<file path="config.mk">
export PLATFORM = sky130hd
export DESIGN_NAME = vlen_csr_unit
export DESIGN_NICKNAME = d
export VERILOG_FILES = /design/src/rtl/vlen_pkg.sv /design/src/rtl/vlen_clamp.sv /design/src/rtl/vlen_state_codec.sv /design/src/rtl/vlen_csr_unit.sv
export SDC_FILE = /design/constraint.sdc
export NUM_CORES = 1
export LEC_CHECK = 0
export BUFFER_PORTS_ARGS = -buffer_cell sky130_fd_sc_hd__buf_2
export CAP_MARGIN = 20
export CORE_MARGIN = 4
export CORE_UTILIZATION = 60
export CTS_BUF_LIST = sky130_fd_sc_hd__clkbuf_8
export CTS_CLUSTER_SIZE = 20
export DETAILED_ROUTE_END_ITERATION = 7
export PLACE_DENSITY = 0.95
export SLEW_MARGIN = 30
export SYNTH_ARGS = -nofsm -noshare
export SYNTH_HDL_FRONTEND = slang
export SYNTH_SLANG_ARGS = --single-unit
export TNS_END_PERCENT = 5
</file>
<file path="constraint.sdc">
create_clock -name clk -period 8.9 [get_ports clk]
set_input_delay 2.67 -clock clk [delete_from_list [all_inputs] [get_ports clk]]
set_output_delay 2.67 -clock clk [all_outputs]
set_load 0.005 [all_outputs]
</file>
<file path="src/rtl/vlen_pkg.sv">
package vlen_pkg;

    localparam int FIELD_W = 6;
    localparam int LEN_W   = FIELD_W + 1;
    localparam int MAX_LEN = 1 << FIELD_W;
    localparam int PACK_W  = 4 * FIELD_W;

    typedef enum logic [1:0] {
        SEL_NONE  = 2'd0,
        SEL_LEN   = 2'd1,
        SEL_CEIL  = 2'd2,
        SEL_PACK  = 2'd3
    } csr_sel_e;

    typedef struct packed {
        logic [LEN_W-1:0]   ceil;
        logic [LEN_W-1:0]   len;
        logic [FIELD_W-1:0] src_off;
        logic [FIELD_W-1:0] dst_off;
    } vstate_t;

    localparam vstate_t VSTATE_RESET = '{
        ceil:    LEN_W'(MAX_LEN),
        len:     LEN_W'(1),
        src_off: '0,
        dst_off: '0
    };

    function automatic logic [FIELD_W-1:0] to_minus_one(input logic [LEN_W-1:0] n);
        logic [LEN_W-1:0] t;
        t = n - LEN_W'(1);
        return t[FIELD_W-1:0];
    endfunction

    function automatic logic [LEN_W-1:0] from_minus_one(input logic [FIELD_W-1:0] f);
        return LEN_W'(f) + LEN_W'(1);
    endfunction

endpackage

</file>
<file path="src/rtl/vlen_clamp.sv">
module vlen_clamp #(
    parameter int IN_W  = 32,
    parameter int LEN_W = 7
) (
    input  logic [IN_W-1:0]  req,
    input  logic [LEN_W-1:0] limit,
    output logic [LEN_W-1:0] len
);
    logic [IN_W-1:0] limit_ext;

    assign limit_ext = IN_W'(limit);

    always_comb begin
        if (req == '0)
            len = LEN_W'(1);
        else if (req > limit_ext)
            len = limit;
        else
            len = req[LEN_W-1:0];
    end
endmodule

</file>
<file path="src/rtl/vlen_state_codec.sv">
module vlen_state_codec
    import vlen_pkg::*;
(
    input  vstate_t             st,
    output logic [PACK_W-1:0]   packed_word,
    input  logic [PACK_W-1:0]   in_word,
    output logic [LEN_W-1:0]    in_ceil,
    output logic [LEN_W-1:0]    in_len,
    output logic [FIELD_W-1:0]  in_src,
    output logic [FIELD_W-1:0]  in_dst
);
    assign packed_word = {st.dst_off, st.src_off,
                          to_minus_one(st.len), to_minus_one(st.ceil)};

    assign in_ceil = from_minus_one(in_word[FIELD_W-1:0]);
    assign in_len  = from_minus_one(in_word[2*FIELD_W-1:FIELD_W]);
    assign in_src  = in_word[3*FIELD_W-1:2*FIELD_W];
    assign in_dst  = in_word[4*FIELD_W-1:3*FIELD_W];
endmodule

</file>
<file path="src/rtl/vlen_csr_unit.sv">
module vlen_csr_unit
    import vlen_pkg::*;
#(
    parameter int XLEN = 32
) (
    input  logic            clk,
    input  logic            rst,
    input  logic [1:0]      csr_sel,
    input  logic            csr_we,
    input  logic [XLEN-1:0] csr_wdata,
    output logic [XLEN-1:0] csr_rdata
);
    vstate_t            st_q, st_d;
    csr_sel_e           sel;
    logic [PACK_W-1:0]  pack_rd;
    logic [LEN_W-1:0]   wr_ceil, wr_len, direct_len, shrunk_len;
    logic [LEN_W-1:0]   pk_ceil_raw, pk_len_raw, pk_ceil, pk_len;
    logic [FIELD_W-1:0] pk_src, pk_dst;

    assign sel = csr_sel_e'(csr_sel);

    // direct write value clamped to the present ceiling
    vlen_clamp #(.IN_W(XLEN), .LEN_W(LEN_W)) u_clamp_direct (
        .req(csr_wdata), .limit(st_q.ceil), .len(direct_len)
    );

    // active length pulled under a shrinking ceiling
    vlen_clamp #(.IN_W(LEN_W), .LEN_W(LEN_W)) u_clamp_shrink (
        .req(st_q.len), .limit(direct_len), .len(shrunk_len)
    );

    vlen_state_codec u_codec (
        .st(st_q), .packed_word(pack_rd),
        .in_word(csr_wdata[PACK_W-1:0]),
        .in_ceil(pk_ceil_raw), .in_len(pk_len_raw),
        .in_src(pk_src), .in_dst(pk_dst)
    );

    // packed write: ceiling first, then length against the new ceiling
    vlen_clamp #(.IN_W(LEN_W), .LEN_W(LEN_W)) u_clamp_pk_ceil (
        .req(pk_ceil_raw), .limit(st_q.ceil), .len(pk_ceil)
    );
    vlen_clamp #(.IN_W(LEN_W), .LEN_W(LEN_W)) u_clamp_pk_len (
        .req(pk_len_raw), .limit(pk_ceil), .len(pk_len)
    );

    assign wr_ceil = direct_len;
    assign wr_len  = direct_len;

    always_comb begin
        st_d = st_q;
        if (csr_we) begin
            unique case (sel)
                SEL_LEN:  st_d.len = wr_len;
                SEL_CEIL: begin
                    st_d.ceil = wr_ceil;
                    st_d.len  = shrunk_len;
                end
                SEL_PACK: begin
                    st_d.ceil    = pk_ceil;
                    st_d.len     = pk_len;
                    st_d.src_off = pk_src;
                    st_d.dst_off = pk_dst;
                end
                default: st_d = st_q;
            endcase
        end
    end

    always_ff @(posedge clk) begin
        if (rst) st_q <= VSTATE_RESET;
        else     st_q <= st_d;
    end

    always_comb begin
        unique case (sel)
            SEL_LEN:  csr_rdata = csr_we ? XLEN'(wr_len) : XLEN'(st_q.len);
            SEL_CEIL: csr_rdata = XLEN'(st_q.ceil);
            SEL_PACK: csr_rdata = XLEN'(pack_rd);
            default:  csr_rdata = '0;
        endcase
    end
endmodule

</file>
==> metrics, run 1 <==
Pre-antenna DRT Iters 7; P_int ~0.23 mW; required time of the critical path between 6 and 7 ns; ranking of synthesized cells by area dfxtp_1 17%, ha_1 14%, nand2_1 5.6%, a21oi_1 4.8%, o21ai_0 3.7%; register with the most flip-flops st_q; R2R cell count 12; worst relative slew slack 35.65%; number of ports placed on the die boundary just under 70; Setup WS pre-CTS 1.322 ns; leakage power figure 1.500 nW; VDD IR-drop max ~80 uV; Sw Share about two fifths; Core Area just over 5000 sq um; root buffer selected by CTS clkbuf_8; sequential-to-total area share from yosys stat 16.59%; post-cts resize count 0; top cell type's share of synthesized area roughly 17%; net switching power of the design 0.1576 mW; post-synthesis instance total about 420; element type at the critical path end output pin; result of the run complete, no violations; Top Registers st_q: 26 flops; number of input and output port buffers inserted 60; initial drt markers approximately 460; final setup slack of the worst path 1.288 ns; portion of the clock cycle consumed by the worst path in the final layout roughly 86%; final-stage net count ~540; effective utilization at floorplan roughly three fifths; power share of the combinational group 46.4%; flip-flop count of the largest register after layout 26; total CTS buffers 3; cell area after synthesis ~3100 sq um; slew at the pin closest to its max-slew limit about 0.94 ns; launch instance of the worst register-to-register path st_q[23]$_SDFFE_PP0P_; area of the die about 6500 sq um; clock group share of total power around 17%; clock tree from TritonCTS done; warnings from Yosys 0; vertical die dimension 80.32 microns; synthesized flop and latch total 26; reg-to-reg critical path endpoint st_q[18]$_SDFFE_PP0P_; clock period minus final worst setup slack between 7 and 8 ns; remaining global-route overflow 0; PwrDens around 110 nW/um^2; number of post-CTS setup repair buffers 0; final routed wirelength across all metal layers between 9000 and 10000 microns; number of max-slew violations in the final report 0; unrepaired setup endpoints after global routing no; leading area contributor after synthesis dfxtp_1; antenna cell count 0; distinct cell type count of the synthesized netlist slightly above 70; Final TNS setup 0 ns; average routed wire per standard cell 18.23 microns; Hold-fix buffers, CTS 0; setup slack on the worst flop-to-flop path around 4.4 ns; number of setup violations in the final report 0; number of sinks handled by clock tree synthesis 26; sum of net half-perimeters after detailed placement 7572 microns; startpoint kind of the worst setup timing path primary input; commonest cells after routing, fill and taps aside 60 x buf_2, 47 x nand2_1, 36 x ha_1; Bufs on Longest Clock Path 2; leading cell type in the layout, fill and taps excluded buf_2; DRC violations left 0; number of antenna violations at the first check in global routing 0; critical path startpoint csr_wdata[2]; relative contribution of sequential cells to total power around 36%; worst hold path type flip-flop to flip-flop; x dimension of the die between 80 and 90 microns; highest net fanout along the worst path 11; final antenna-violating net count 0; minimum hold slack about 0.46 ns; per-cell via count in the routed design approximately 6.7; Fmax achieved 131.4 MHz; fraction of synthesis flops using an asynchronous set or reset pin 0%; vias in the first global route 3239; proportion of layout cells with a drive suffix above 1 17.97%; critical path arrival ~4.9 ns; average footprint of a synthesized cell 7.401 sq um; clock insertion delay at the later pin of the skew report about 0.27 ns; largest net degree at the start of global routing 31; final estimated routing congestion in global placement 0.9912; number of H-tree levels 1; number of placement rows 26; most frequently used flop master after synthesis dfxtp_1; Area Growth Syn to Fin 8.692%; clock transition at the register clock pins on the worst setup and hold paths after CTS roughly 0.09 ns; type of the worst setup path primary input to output pin; number of endpoints with negative hold slack in the final report 0; number of violations of the max-capacitance limit 0; Pwr Total ~0.38 mW; global-route wire length before repair ~15000 microns; vias after detailed routing 3569; worst clock skew between 0.005 and 0.006 ns; number of enable-type register cells in the synthesized netlist 0; endpoint of the most critical setup path csr_rdata[0]; combined global-route utilization of all metal layers around 30%
[area by class of cell]
cell class,instances,area (sq um)
clock buffer,3,41.29
multi-input combinational,344,2352
inverter,29,108.9
fill,452,1664
sequential,26,520.5
timing repair buffer,60,300.3
tap,70,87.58
[power groups by stage]
stage | logic (mW) | clock network [mW] | registers [mW]
after floorplan | 0.130 | 0 | 0.135
after global placement | 0.166 | 0 | 0.140
after detailed placement | 0.173 | 0 | 0.141
after CTS | 0.174 | 0.0656 | 0.138
after global routing | 0.199 | 0.0705 | 0.140
final | 0.178 | 0.0667 | 0.139
[stage by stage]
stage	cells	area (sq um)	utilization (%)
final	532	3411	67.21
after global routing	532	3411	67.21
after CTS	532	3411	67.21
after detailed placement	529	3369	66.40
after global placement	529	3369	66.40
after floorplan	431	3164	-
[cells in the mapped netlist (2+ instances only)]
library cell,count
o21ai_0,23
buf_6,3
a311oi_1,2
o21ai_1,3
or2_1,3
nand4_1,8
and3_1,17
o2111ai_1,3
dfxtp_1,26
buf_4,10
and2_1,3
o41ai_1,2
a31oi_1,8
nor2b_1,5
nand3_1,17
nand3b_1,4
or2_2,3
buf_2,2
nand2_1,47
a32oi_1,3
a311oi_2,2
nor3_1,14
a21o_1,3
o221ai_1,2
a221oi_1,4
xnor2_1,12
mux2i_1,3
ha_1,36
a221o_1,3
inv_1,28
nor4_1,4
a22oi_2,2
o22ai_1,5
a211o_1,2
clkbuf_1,16
a211oi_1,5
xor2_1,4
nor2_1,25
a21oi_1,30
[cell families after synthesis]
family | synth area share [%]
AO/OA/AOI/OAI | 28.51
XOR/XNOR | 4.466
adder cells (fa/ha/maj) | 14.35
buffers and inverters | 9.290
flip-flops | 16.59
multiplexers | 1.316
other | 0.1195
AND/OR/NAND/NOR | 25.36
[worst max-delay path: stages]
cell       delay [ns]
buf_2            0.17
ha_1             0.33
a21oi_1          0.08
a2111oi_2        0.48
or2_1            0.43
a2111o_1         0.26
a41oi_1          0.13
nor3_1           0.23
buf_2            0.15
[metal layers]
layer | vias up | track usage, % | wire length [microns]
met4 | 0 | 10.47 | 476
met1 | 1627 | 36.60 | 3639
li1 | 1631 | - | -
met5 | - | 0 | 0
met2 | 245 | 50.75 | 4542
met3 | 66 | 6.166 | 1040
[how the worst min path moves through the flow]
stage,from,endpoint,cells past startpoint,slack [ns]
after detailed placement,st_q[0]$_SDFFE_PP0P_,st_q[0]$_SDFFE_PP0P_,2,0.45
after floorplan,st_q[0]$_SDFFE_PP0P_,st_q[0]$_SDFFE_PP0P_,2,0.43
after global placement,st_q[10]$_SDFFE_PP0P_,st_q[10]$_SDFFE_PP0P_,2,0.44
after CTS,st_q[10]$_SDFFE_PP0P_,st_q[10]$_SDFFE_PP0P_,2,0.46
after global routing,st_q[0]$_SDFFE_PP0P_,st_q[0]$_SDFFE_PP0P_,2,0.48
final,st_q[0]$_SDFFE_PP0P_,st_q[0]$_SDFFE_PP0P_,2,0.46
No activity file was read; power rests on OpenSTA's default activity.
==> run 2, diff against run 1 <==
--- a/config.mk
+++ b/config.mk
@@ -8,11 +8,11 @@
 export BUFFER_PORTS_ARGS = -buffer_cell sky130_fd_sc_hd__buf_2
 export CAP_MARGIN = 20
 export CORE_MARGIN = 4
-export CORE_UTILIZATION = 60
+export CORE_UTILIZATION = 35
 export CTS_BUF_LIST = sky130_fd_sc_hd__clkbuf_8
 export CTS_CLUSTER_SIZE = 20
 export DETAILED_ROUTE_END_ITERATION = 7
-export PLACE_DENSITY = 0.95
+export PLACE_DENSITY = 0.64
 export SLEW_MARGIN = 30
 export SYNTH_ARGS = -nofsm -noshare
 export SYNTH_HDL_FRONTEND = slang
==> run 2 against run 1 <==
Effect of this change: sequential share of layout area decreased by 0.34 points; cell area increased by 2.3%; combinational power about the same; critical path type unchanged; critical endpoint is now csr_rdata[4].
==> metrics, run 2 (synthesized netlist as in run 1, its figures left out) <==
final antenna-violating net count 0 (unchanged); Area Growth Syn to Fin 11.16% (was 8.692%); type of the worst setup path primary input to output pin (unchanged); startpoint kind of the worst setup timing path primary input (unchanged); post-cts resize count 0 (unchanged); global-route wire length before repair 15770 microns (was 15350 microns); clock transition at the register clock pins on the worst setup and hold paths after CTS 0.09 ns (about the same); endpoint of the most critical setup path csr_rdata[4] (was csr_rdata[0]); root buffer selected by CTS clkbuf_8 (unchanged); flip-flop count of the largest register after layout 26 (unchanged); total CTS buffers 3 (unchanged); final estimated routing congestion in global placement 0.9727 (was 0.9912); Core Area 8721 sq um (was 5075 sq um); Pwr Total 0.4160 mW (was 0.3844 mW); slew at the pin closest to its max-slew limit 0.8870 ns (was 0.9409 ns); number of ports placed on the die boundary 69 (unchanged); reg-to-reg critical path endpoint st_q[18]$_SDFFE_PP0P_ (unchanged); largest net degree at the start of global routing 31 (unchanged); minimum hold slack 0.4548 ns (was 0.4601 ns); Bufs on Longest Clock Path 2 (unchanged); area of all sequential standard cells 520.5 sq um (unchanged); effective utilization at floorplan 35.98% (was 61.83%); number of post-CTS setup repair buffers 0 (unchanged); element type at the critical path end output pin (unchanged); remaining global-route overflow 0 (unchanged); final routed wirelength across all metal layers 10090 microns (was 9699 microns); total of fill cells in the finished design 913 (was 452); Fmax achieved 130.8 MHz (was 131.4 MHz); R2R cell count 12 (unchanged); vias after detailed routing 3374 (was 3569); worst clock skew 0.009520 ns (was 0.005739 ns); x dimension of the die 102.7 microns (was 80.32 microns); number of input and output port buffers inserted 60 (unchanged); critical path arrival 4.98 ns (was 4.94 ns); number of sinks handled by clock tree synthesis 26 (unchanged); proportion of layout cells with a drive suffix above 1 18.14% (was 17.97%); number of max-slew violations in the final report 0 (unchanged); register with the most flip-flops st_q (unchanged); PwrDens 119.2 nW/um^2 (was 112.7 nW/um^2); number of placement rows 34 (was 26); Final Util 40.00% (was 67.21%); portion of the clock cycle consumed by the worst path in the final layout 85.92% (was 85.52%); Final TNS setup 0 ns (unchanged); clock tree from TritonCTS done (unchanged); combined global-route utilization of all metal layers 18.74% (was 29.70%); DRC violations left 0 (unchanged); Cell Area, Placed 3417 sq um (was 3369 sq um); number of H-tree levels 1 (unchanged); result of the run complete, no violations (unchanged); worst relative slew slack 40.65% (was 35.65%); area of the die 10540 sq um (was 6451 sq um); antenna cell count 0 (unchanged); initial drt markers 312 (was 463); number of setup violations in the final report 0 (unchanged); final-stage net count 537 (unchanged); setup slack on the worst flop-to-flop path 4.54 ns (was 4.41 ns); required time of the critical path 6.23 ns (about the same); Hold-fix buffers, CTS 0 (unchanged); leakage power figure 1.514 nW (was 1.500 nW); average routed wire per standard cell 17.67 microns (was 18.23 microns); commonest cells after routing, fill and taps aside 60 x buf_2, 47 x nand2_1, 36 x ha_1 (unchanged); sum of net half-perimeters after detailed placement 8045 microns (was 7572 microns); number of endpoints with negative hold slack in the final report 0 (unchanged); vias in the first global route 3006 (was 3239); Top Registers st_q: 26 flops (unchanged); area of the multi-input gates 2352 sq um (unchanged); highest net fanout along the worst path 11 (unchanged); unrepaired setup endpoints after global routing no (unchanged); launch instance of the worst register-to-register path st_q[23]$_SDFFE_PP0P_ (unchanged); Non-Filler Cell Area, Final 3488 sq um (was 3411 sq um); number of antenna violations at the first check in global routing 0 (unchanged); worst hold path type flip-flop to flip-flop (unchanged); per-cell via count in the routed design 5.909 (was 6.709); vertical die dimension 102.7 microns (was 80.32 microns); clock period minus final worst setup slack 7.647 ns (was 7.612 ns); VDD IR-drop max 81.70 uV (was 81.41 uV); start point of the worst hold path st_q[8]$_SDFFE_PP0P_ (was st_q[0]$_SDFFE_PP0P_); number of violations of the max-capacitance limit 0 (unchanged); Pre-antenna DRT Iters 7 (unchanged); leading cell type in the layout, fill and taps excluded buf_2 (unchanged); critical path startpoint csr_wdata[2] (unchanged); clock insertion delay at the later pin of the skew report 0.27 ns (about the same)
[run 2: changes by cell type in the layout (fill, tap and decap cells not counted), sizes merged]
cell,delta
bufinv,+1
[run 2: where the power goes]
part           switching (mW)  total, mW  internal, mW
combinational           0.107      0.178        0.0712
sequential             0.0135      0.139         0.125
clock                  0.0391     0.0993        0.0602
[run 2: worst min-delay path by stage]
stage	end	slack, ns	cells after the start
floorplan	st_q[0]$_SDFFE_PP0P_	0.43	2
global placement	st_q[5]$_SDFFE_PP0P_	0.44	2
detailed placement	st_q[8]$_SDFFE_PP0P_	0.44	2
CTS	st_q[8]$_SDFFE_PP0P_	0.46	2
global route	st_q[11]$_SDFFE_PP0P_	0.47	2
finish	st_q[8]$_SDFFE_PP0P_	0.45	2
[run 2: routing by layer]
metal / vias to the layer above / GRT usage (%) / share of wire [%]
met5: - / 0 / 0
met4: 0 / 4.743 / 1.8
met3: 16 / 1.624 / 6.7
met2: 151 / 30.98 / 48
met1: 1581 / 26.21 / 43
li1: 1626 / - / -
[run 2: critical path, stage by stage]
cell and delay (ns):
buf_2 0.18, ha_1 0.34, a21oi_1 0.09, a2111oi_2 0.50, or2_1 0.42, a21oi_1 0.24
a221oi_2 0.28, o22ai_1 0.12, buf_2 0.14
[run 2: metrics by stage]
stage	std cells	setup slack, ns
after CTS	571	1.278
after global placement	567	1.360
after detailed placement	567	1.273
after global routing	571	1.076
final	571	1.253
after floorplan	431	1.746
[run 2: cell type report]
class                   instances  area share, %
multi-input cells             344          67.43
flip-flops and latches         26          14.92
repair buffers                 60          8.608
well taps                     108          3.874
inverters                      29          3.121
clock buffers                   3          1.184
clock inverters                 1         0.8608
